## src/rtl/rev_order_pkg.sv

```systemverilog
package rev_order_pkg;

  typedef enum logic {
    MODE_DELAY   = 1'b0,
    MODE_REVERSE = 1'b1
  } rev_mode_e;

  // Ring pointer advance modulo depth
  function automatic int unsigned ring_next(input int unsigned p, input int unsigned depth);
    return (p + 1 == depth) ? 0 : p + 1;
  endfunction

  // Ring pointer retreat modulo depth
  function automatic int unsigned ring_prev(input int unsigned p, input int unsigned depth);
    return (p == 0) ? depth - 1 : p - 1;
  endfunction

  // Occupancy after a push; saturates at depth (oldest entry overwritten)
  function automatic int unsigned occ_after_push(input int unsigned c, input int unsigned depth);
    return (c >= depth) ? depth : c + 1;
  endfunction

endpackage

```

## src/rtl/rev_strobe_edge.sv

```systemverilog
module rev_strobe_edge (
  input  logic clk,
  input  logic rst_n,
  input  logic clk_en,
  input  logic strobe,
  output logic fall
);

  logic strobe_q;

  always_ff @(posedge clk or negedge rst_n) begin
    if (!rst_n)      strobe_q <= 1'b0;
    else if (clk_en) strobe_q <= strobe;
  end

  assign fall = clk_en && strobe_q && !strobe;

  // registered strobe frozen while the clock is disabled
  p_strobe_hold_r8: assert property (@(posedge clk) disable iff (!rst_n)
    !clk_en |=> $stable(strobe_q));

endmodule

```

## src/rtl/rev_lifo.sv

```systemverilog
module rev_lifo #(
  parameter int W     = 12,
  parameter int DEPTH = 16
) (
  input  logic         clk,
  input  logic         rst_n,
  input  logic         clr,
  input  logic         push,
  input  logic         pop,
  input  logic [W-1:0] din,
  output logic [W-1:0] top,
  output logic         empty,
  output logic         full
);
  import rev_order_pkg::*;

  localparam int AW = (DEPTH > 2) ? $clog2(DEPTH) : 1;
  localparam int CW = $clog2(DEPTH + 1);

  logic [W-1:0]  mem [DEPTH];
  logic [AW-1:0] wp;
  logic [CW-1:0] occ;
  logic [AW-1:0] wp_next, wp_prev;

  assign wp_next = AW'(ring_next(int'(wp), DEPTH));
  assign wp_prev = AW'(ring_prev(int'(wp), DEPTH));

  always_ff @(posedge clk or negedge rst_n) begin
    if (!rst_n) begin
      wp  <= '0;
      occ <= '0;
    end else if (push) begin
      wp  <= wp_next;
      occ <= clr ? CW'(1) : CW'(occ_after_push(int'(occ), DEPTH));
    end else if (clr) begin
      occ <= '0;
    end else if (pop && occ != '0) begin
      wp  <= wp_prev;
      occ <= occ - CW'(1);
    end
  end

  always_ff @(posedge clk) begin
    if (push) mem[wp] <= din;
  end

  assign top   = mem[wp_prev];
  assign empty = (occ == '0);
  assign full  = (occ == CW'(DEPTH));

  // occupancy never exceeds the stack depth
  p_occ_bound_r5: assert property (@(posedge clk) disable iff (!rst_n)
    occ <= CW'(DEPTH));
  // one stack never fills and drains in the same cycle
  p_push_pop_excl_r2: assert property (@(posedge clk) disable iff (!rst_n)
    !(push && pop));
  // the controller only pops a stack holding data
  p_pop_nonempty_r3: assert property (@(posedge clk) disable iff (!rst_n)
    pop |-> !empty);

endmodule

```

## src/rtl/order_reverser.sv

```systemverilog
module order_reverser #(
  parameter int W     = 12,
  parameter int DEPTH = 16
) (
  input  logic         clk,
  input  logic         rst_n,
  input  logic         clk_en,
  input  logic         rev_en,
  input  logic         blk_strobe,
  input  logic [W-1:0] din,
  output logic [W-1:0] dout,
  output logic         ovf
);
  import rev_order_pkg::*;

  localparam int NSTK = 2;

  rev_mode_e     mode;
  logic          fall_evt;
  logic          sel;
  logic          fill_idx, drain_idx;
  logic [NSTK-1:0] push_v, pop_v, clr_v, empty_v, full_v;
  logic [W-1:0]  top_v [NSTK];
  logic [W-1:0]  drain_word;
  logic          ovf_evt;

  assign mode = rev_mode_e'(rev_en);

  rev_strobe_edge u_edge (
    .clk    (clk),
    .rst_n  (rst_n),
    .clk_en (clk_en),
    .strobe (blk_strobe),
    .fall   (fall_evt)
  );

  for (genvar g = 0; g < NSTK; g++) begin : g_stk
    rev_lifo #(.W(W), .DEPTH(DEPTH)) u_stk (
      .clk   (clk),
      .rst_n (rst_n),
      .clr   (clr_v[g]),
      .push  (push_v[g]),
      .pop   (pop_v[g]),
      .din   (din),
      .top   (top_v[g]),
      .empty (empty_v[g]),
      .full  (full_v[g])
    );
  end

  always_comb begin
    fill_idx  = fall_evt ? ~sel : sel;
    drain_idx = ~fill_idx;
    push_v = '0;
    pop_v  = '0;
    clr_v  = '0;
    if (clk_en) begin
      if (mode == MODE_REVERSE) begin
        push_v[fill_idx]  = 1'b1;
        clr_v[fill_idx]   = fall_evt;
        pop_v[drain_idx]  = !empty_v[drain_idx];
      end else begin
        clr_v = '1;
      end
    end
    drain_word = empty_v[drain_idx] ? '0 : top_v[drain_idx];
    ovf_evt    = clk_en && (mode == MODE_REVERSE) && !fall_evt && full_v[fill_idx];
  end

  always_ff @(posedge clk or negedge rst_n) begin
    if (!rst_n) begin
      sel  <= 1'b0;
      dout <= '0;
      ovf  <= 1'b0;
    end else if (clk_en) begin
      if (mode == MODE_REVERSE) begin
        sel  <= fill_idx;
        dout <= drain_word;
        if (fall_evt)     ovf <= 1'b0;
        else if (ovf_evt) ovf <= 1'b1;
      end else begin
        dout <= din;
        ovf  <= 1'b0;
      end
    end
  end

  // roles change only after a detected strobe fall
  p_swap_on_fall_r4: assert property (@(posedge clk) disable iff (!rst_n)
    (sel != $past(sel)) |-> $past(fall_evt));
  // at most one stack fills per cycle
  p_one_filler_r2: assert property (@(posedge clk) disable iff (!rst_n)
    $countones(push_v) <= 1);
  // delay mode forwards the sample one edge later
  p_delay_mode_r6: assert property (@(posedge clk) disable iff (!rst_n)
    (clk_en && !rev_en) |=> (dout == $past(din)));
  // exhausted playback gives zero
  p_drained_zero_r3: assert property (@(posedge clk) disable iff (!rst_n)
    (clk_en && rev_en && empty_v[drain_idx]) |=> (dout == '0));
  // delay mode leaves both stacks empty
  p_clear_on_delay_r7: assert property (@(posedge clk) disable iff (!rst_n)
    (clk_en && !rev_en) |=> (empty_v == '1));
  // a swap or delay mode drops the overflow flag
  p_no_overflow_r5: assert property (@(posedge clk) disable iff (!rst_n)
    (clk_en && (fall_evt || !rev_en)) |=> !ovf);
  // nothing moves with the clock disabled
  p_hold_r8: assert property (@(posedge clk) disable iff (!rst_n)
    !clk_en |=> ($stable(dout) && $stable(sel) && $stable(ovf)));

endmodule

```

## config.mk

```make
export PLATFORM = sky130hd
export DESIGN_NAME = order_reverser
export DESIGN_NICKNAME = d
export VERILOG_FILES = /design/src/rtl/rev_order_pkg.sv /design/src/rtl/rev_strobe_edge.sv /design/src/rtl/rev_lifo.sv /design/src/rtl/order_reverser.sv
export SDC_FILE = /design/constraint.sdc
export NUM_CORES = 1
export LEC_CHECK = 0
export ABC_AREA = 1
export CORE_MARGIN = 8
export CORE_UTILIZATION = 60
export DETAILED_ROUTE_END_ITERATION = 10
export PLACE_DENSITY = 0.77
export SLEW_MARGIN = 25
export SYNTH_ARGS = -nofsm -noshare
export SYNTH_HDL_FRONTEND = slang
export SYNTH_HIERARCHICAL = 1
export SYNTH_SLANG_ARGS = --single-unit
```

## constraint.sdc

```tcl
create_clock -name clk -period 2.8 [get_ports clk]
set_input_delay 0.84 -clock clk [delete_from_list [all_inputs] [get_ports clk]]
set_output_delay 0.84 -clock clk [all_outputs]
set_load 0.02 [all_outputs]
```

# [Yosys cells after proc, flatten, opt, wreduce, memory -nomap -nowiden]
# Memory sizes are Yosys's and may differ from the RTL's.
# Cells that the tools add are included.
[totals] register_bits=33 ram_bits=384 out_inout_bits=13 elab_cells=110 memories=2
[classes] addsub=8 order_cmp=7 n_eq_ne=7 n_mux=47 bitwise=5 n_reduce_logical=26
[memory_table] name="g_stk[0].u_stk.mem" depth=16 width=12 rd=1 rd_ports_with_merged_regs=0 wr=1 line="rev_lifo.sv:20" text="logic [W-1:0] mem [DEPTH];"
[memory_table] name="g_stk[1].u_stk.mem" depth=16 width=12 rd=1 rd_ports_with_merged_regs=0 wr=1 line="rev_lifo.sv:20"
[op_table] operator="12-bit two-way mux" n=5
[op_table] operator="5-bit two-way mux" n=10
[op_table] operator="4-bit two-way mux" n=10
[op_table] operator="5-bit equality test (second input constant)" n=4
[op_table] operator="1-bit two-way mux" n=14
[op_table] operator="2-bit two-way mux" n=6
[op_table] operator="4-bit by 1-bit adder with 5-bit output (second input constant)" n=2
[op_table] operator="5-bit by 1-bit adder with 5-bit output (second input constant)" n=2
[op_table] operator="5-bit greater-or-equal comparator (second input constant)" n=2
[op_table] operator="5-bit zero test" n=2
[op_table] operator="5-bit nonzero test" n=2
[op_table] operator="5-bit by 1-bit subtractor with 5-bit output (second input constant)" n=2
[op_table] operator="1-bit logical AND" n=9
[op_table] operator="4-bit zero test" n=2
[op_table] operator="2-bit AND reduction" n=4
[op_table] operator="4-bit by 1-bit subtractor with 4-bit output (second input constant)" n=2
[op_table] operator="3-bit nonzero test" n=2
[op_table] operator="2-bit bitwise AND" n=2
[op_table] operator="1-bit by 2-bit < comparator with 1-bit output (second input constant)" n=2
[op_table] operator="2-bit inequality test (second input constant)" n=2
[op_table] operator="2-bit nonzero test" n=2
[op_table] operator="1-bit zero test" n=3
[op_table] operator="3-bit by 1-bit inequality test with 1-bit output (second input constant)" n=1
[op_table] operator="1-bit demux with 1-bit select" n=2
[op_table] operator="4 further kinds" n=6

# [Depth between registers and ports, before layout]
[depth] depth_word=15 depth_mapped=19 ltp_nobuf=15

# [By module]
# The synthesis kept the hierarchy.
[modules_own_cells] module="rev_lifo at g_stk[1].u_stk" instances=1 cells_per_inst=693 area_per_inst_um2=8478.1 seq_area_each_um2=5990.7
[modules_own_cells] module="rev_lifo at g_stk[0].u_stk" instances=1 cells_per_inst=692 area_per_inst_um2=8441.8 seq_area_each_um2=5990.7
[modules_own_cells] module="order_reverser" instances=1 cells_per_inst=178 area_per_inst_um2=1086.0 seq_area_each_um2=350.3
[modules_own_cells] module="rev_strobe_edge" instances=1 cells_per_inst=7 area_per_inst_um2=47.5 seq_area_each_um2=25.0

# [Worst setup path before layout]
# No wires, ideal clock.
[synth_timing] kind="input to register" start="in clk_en" end="mem g_stk[1].u_stk.mem[10][0] (enable)" setup_time_ns=0.380 t_arrival_ns=2.713 slack_ns=-0.293 stages=9 path_cell_list="nand2_1 -> nor2_1 -> ha_1 -> buf_6 -> buf_6 -> nor2_1 -> buf_2 -> nand2_1 -> nor2_1"
[synth_via] elab_chain_len=11 elab_cells_between_ends=12 cone_classes="order compare: 2; mux: 7; reduce/logical: 3"
[synth_rtl] item="start: declaration" line="order_reverser.sv:7" text="input logic clk_en,"
[synth_rtl] item="1-bit logical AND (*) (2 in a row)" line="rev_strobe_edge.sv:16" text="assign fall = clk_en && strobe_q && !strobe;"
[synth_rtl] item="net fall_evt" line="order_reverser.sv:19" text="logic fall_evt;"
[synth_rtl] item="1-bit two-way mux (*)" line="order_reverser.sv:52" text="fill_idx = fall_evt ? ~sel : sel;"
[synth_rtl] item="1-bit by 2-bit < comparator with 1-bit output (implied by the code) or 1-bit greater-or-equal comparator (tied branches)" line="order_reverser.sv:59" text="push_v[fill_idx] = 1'b1;"
[synth_rtl] item="1-bit logical AND (implied by the code)" line="order_reverser.sv:59"
[synth_rtl] item="1-bit two-way mux (implied by the code)" line="order_reverser.sv:59"
[synth_rtl] item="1-bit demux with 1-bit select (*)" line="order_reverser.sv:59"
[synth_rtl] item="2-bit two-way mux (*)" line="order_reverser.sv:58" text="if (mode == MODE_REVERSE) begin"
[synth_rtl] item="2-bit two-way mux (*)" line="order_reverser.sv:57" text="if (clk_en) begin"
[synth_rtl] item="net push_v[1]" line="order_reverser.sv:22" text="logic [NSTK-1:0] push_v, pop_v, clr_v, empty_v, full_v;"
[synth_rtl] item="1-bit two-way mux (*)" line="rev_lifo.sv:44" text="if (push) mem[wp] <= din;"
[synth_rtl] item="1-bit two-way mux (implied by the code) (*)" line="rev_lifo.sv:44"
[synth_rtl] item="end: declaration" line="rev_lifo.sv:20"
# The timed path passes the listed nets; every way through them passes the cells marked *.

==> flow_summary.json <==
{
  "worstHoldPathType": "reg2reg",
  "crit_slowest_cell": "o211ai_1",
  "ir_drop_mv": 0.607,
  "r2r_start": "g_stk[0].u_stk/wp[1]",
  "portBuffers": 29,
  "synth_compound_area_share_pct": 11.6,
  "wirelength_microns": 44200,
  "critPathCapture": "dout[10]",
  "synth.area.mux_share_pct": 0,
  "dp_hpwl_microns": 27200,
  "synth-seq-cells": 417,
  "max_cap_violations": 0,
  "min_period_ns": 2.60,
  "start_util_pct": 60.9,
  "synthTopCellsByArea": "edfxtp_1, nor2_1, o21ai_0",
  "critPathRequiredTime_ns": 3.23,
  "yosysSeqAreaShare_pct": 68.4,
  "slew_headroom_pct": 53.0,
  "crit_chain": "inv_1 -> ha_4 -> buf_8 -> nor2_1 -> o21ai_0 -> o21ai_0 -> o211ai_1 -> nand2_1 -> inv_1 -> nor2_1 -> nor2_1 -> nor2_1 -> nor2_1 -> nor2_1",
  "fmax_ghz": 0.385,
  "status": "finished clean",
  "timing.rr.end": "dout[10]",
  "post-route-cell-area_sq_um": 21400,
  "grt_overflow": 0,
  "coreArea_sq_um": 29600,
  "async_flop_share_pct": 7.91,
  "final_util_pct": 72.2,
  "cts-root-buf": "clkbuf_16",
  "drcViolationCount": 0,
  "tritoncts": "built",
  "hold_violations": 0,
  "place.gp.congestion": 0.872,
  "post-synth-top-count-cell": "nor2_1",
  "yosys.cell_types.count": 39,
  "synthSimpleGateAreaFrac_pct": 13.3,
  "syn_nets": 1603,
  "std_cell_rows": 63,
  "grt_pass1_vias": 12000,
  "vias": 12500,
  "grt_antenna_before_repair": 1,
  "crit_path_end_kind": "register",
  "drive_gt1_share_pct": 16.1,
  "final_nets": 1719,
  "worst_r2r_path_depth": 14,
  "clk_path_buf_depth": 3,
  "postSynthCellCount": 1570,
  "htreeDepth": 2,
  "syn_avg_cell_area_sq_um": 11.5,
  "synthXorXnorAreaFrac_pct": 0.340,
  "synth-adder-area-share_pct": 1.11,
  "dieArea_sq_um": 35900,
  "worst_setup_path_start_kind": "register",
  "wl_per_cell_microns": 20.9,
  "power_leakage_nw": 7.74,
  "yosys_warnings": 6,
  "first_pass_iters": 5,
  "synth_commonest_cells": "nor2_1, edfxtp_1, o21ai_0",
  "ys.flop_type": "edfxtp_1",
  "grt_max_degree": 101,
  "post-place-ws_ns": -0.285,
  "critical_path.max_stage_delay_ns": 0.43,
  "die_w_microns": 189,
  "path_class": "reg2reg",
  "die_h_microns": 189,
  "finalMaxSlewViolations": 0,
  "setup_violations": 0,
  "clock-sinks": 417,
  "cp.arrival_ns": 3.02,
  "cts_hold_buf": 0,
  "fin_crit_sh_pct": 92.8,
  "rsz0062_at_grt": "no",
  "clk_latency_ns": 0.54,
  "grt_pass1_wl_microns": 67700,
  "clkTransAtPathRegs_ns": 0.06,
  "areaGrowthSynthToFinish_pct": 18.5,
  "viasPerCell": 5.93,
  "antenna_left": 0,
  "crit_path_start": "g_stk[0].u_stk/wp[1]",
  "hold_depth": 2,
  "grt.total_usage_pct": 24.3,
  "synth_edf_count": 384,
  "hold-worst-slack_ns": 0.504,
  "tightest_slew_ns": 0.702,
  "cellPowerDensity_nw_per_um2": 1130,
  "io_pins": 30,
  "synth_area_sq_um": 18100,
  "postPlaceCellArea_sq_um": 19800,
  "netlist.area_leader.share_pct": 63.9,
  "cp_max_fo": 30,
  "synth_top_family_by_area": "simple AND/OR/NAND/NOR gates",
  "numCtsBuffers": 42,
  "fin_skew_ns": 0.0132,
  "fillCellCount": 1889,
  "first_iter_violations": 1403,
  "path_common_cell": "nor2_1",
  "synth_top_area_cell": "edfxtp_1",
  "r2r_slack_ns": 0.20,
  "setup_ws_ns": 0.201
}
## power by group
group	switching, W	total [W]	leakage (nW)	internal, W
Clock	0.00229	0.00584	0.708	0.00355
Combinational	0.00732	0.0110	3.18	0.00364
Sequential	0.000273	0.00744	3.85	0.00717
Total	0.00988	0.0242	7.74	0.0144
## stage by stage
step           setup TNS (ns)  instances  power [W]
2_1_floorplan          -25.46       1570     0.0147
3_3_place_gp           -43.12       2027     0.0177
3_5_place_dp           -68.90       2027     0.0179
4_1_cts                     0       2102     0.0239
5_1_grt                     0       2107     0.0255
6_report                    0       2108     0.0242
## metal layers
metal | track usage (%) | wire (microns) | up-vias
met1 | 32.8 | 17600 | 6034
met5 | 0 | 0 | -
met3 | 4.82 | 4030 | 90
li1 | - | - | 5758
met4 | 7.82 | 1250 | 0
met2 | 39.3 | 21300 | 623
## registers in the layout (all words and copies together) (netlist names)
signal	cells
dout	12
g_stk.u_stk/mem	384
g_stk.u_stk/occ	10
g_stk.u_stk/wp	8
ovf	1
sel	1
u_edge/strobe_q	1
## worst max-delay path: cells and delay by family, from the launching register on
kind,cells,cell delay (ns)
AND/OR/NAND/NOR,7,0.61
AO/OA/AOI/OAI,3,0.61
buffers and inverters,3,0.47
adder cells (fa/ha/maj),1,0.40
flip-flops,1,0.38
## timing repair
action                     CTS  global route
buffers inserted             0             5
gates resized for setup      0            13
setup endpoints to repair    0             9
## layout make-up
class                      instances  area (sq um)  area share, %
sequential                       417         12400           57.8
multi-input combinational        968          4970           23.2
timing repair buffer             158          1740           8.15
clock buffer                      48          1140           5.32
tap                              390           488           2.28
inverter                          99           380           1.78
clock inverter                    27           313           1.46
antenna                            1          2.50         0.0117
## cell usage in the layout (no fill, tap or decap), drive strengths merged, types with 33 or more instances in the layout
| cell | count |
|---|---|
| o21ai | 254 |
| nor2 | 389 |
| edfxtp | 384 |
| nand2 | 111 |
| nand3 | 61 |
| inv | 96 |
| o211ai | 66 |
| dfrtp | 33 |
| clkbuf | 48 |
| buf | 129 |
## cell families (layout without fill, tap and decap cells)
kind of cell               after synthesis  after routing
and+or+nand+nor                        582            582
DFF                                    417            417
AOI/OAI and AO/OA                      363            363
buffers and inverters                  185            332
adders and majority gates               16             16
xor gates and xnor gates                 7              7
other                                    0              1
## how the worst min path moves through the flow
| stage | end | startpoint |
|---|---|---|
| global route | u_edge/strobe_q | u_edge/strobe_q |
| CTS | u_edge/strobe_q | u_edge/strobe_q |
| global placement | u_edge/strobe_q | u_edge/strobe_q |
| floorplan | u_edge/strobe_q | u_edge/strobe_q |
| detailed placement | u_edge/strobe_q | u_edge/strobe_q |
| finish | u_edge/strobe_q | u_edge/strobe_q |
Power figures use the tool's default switching activity.
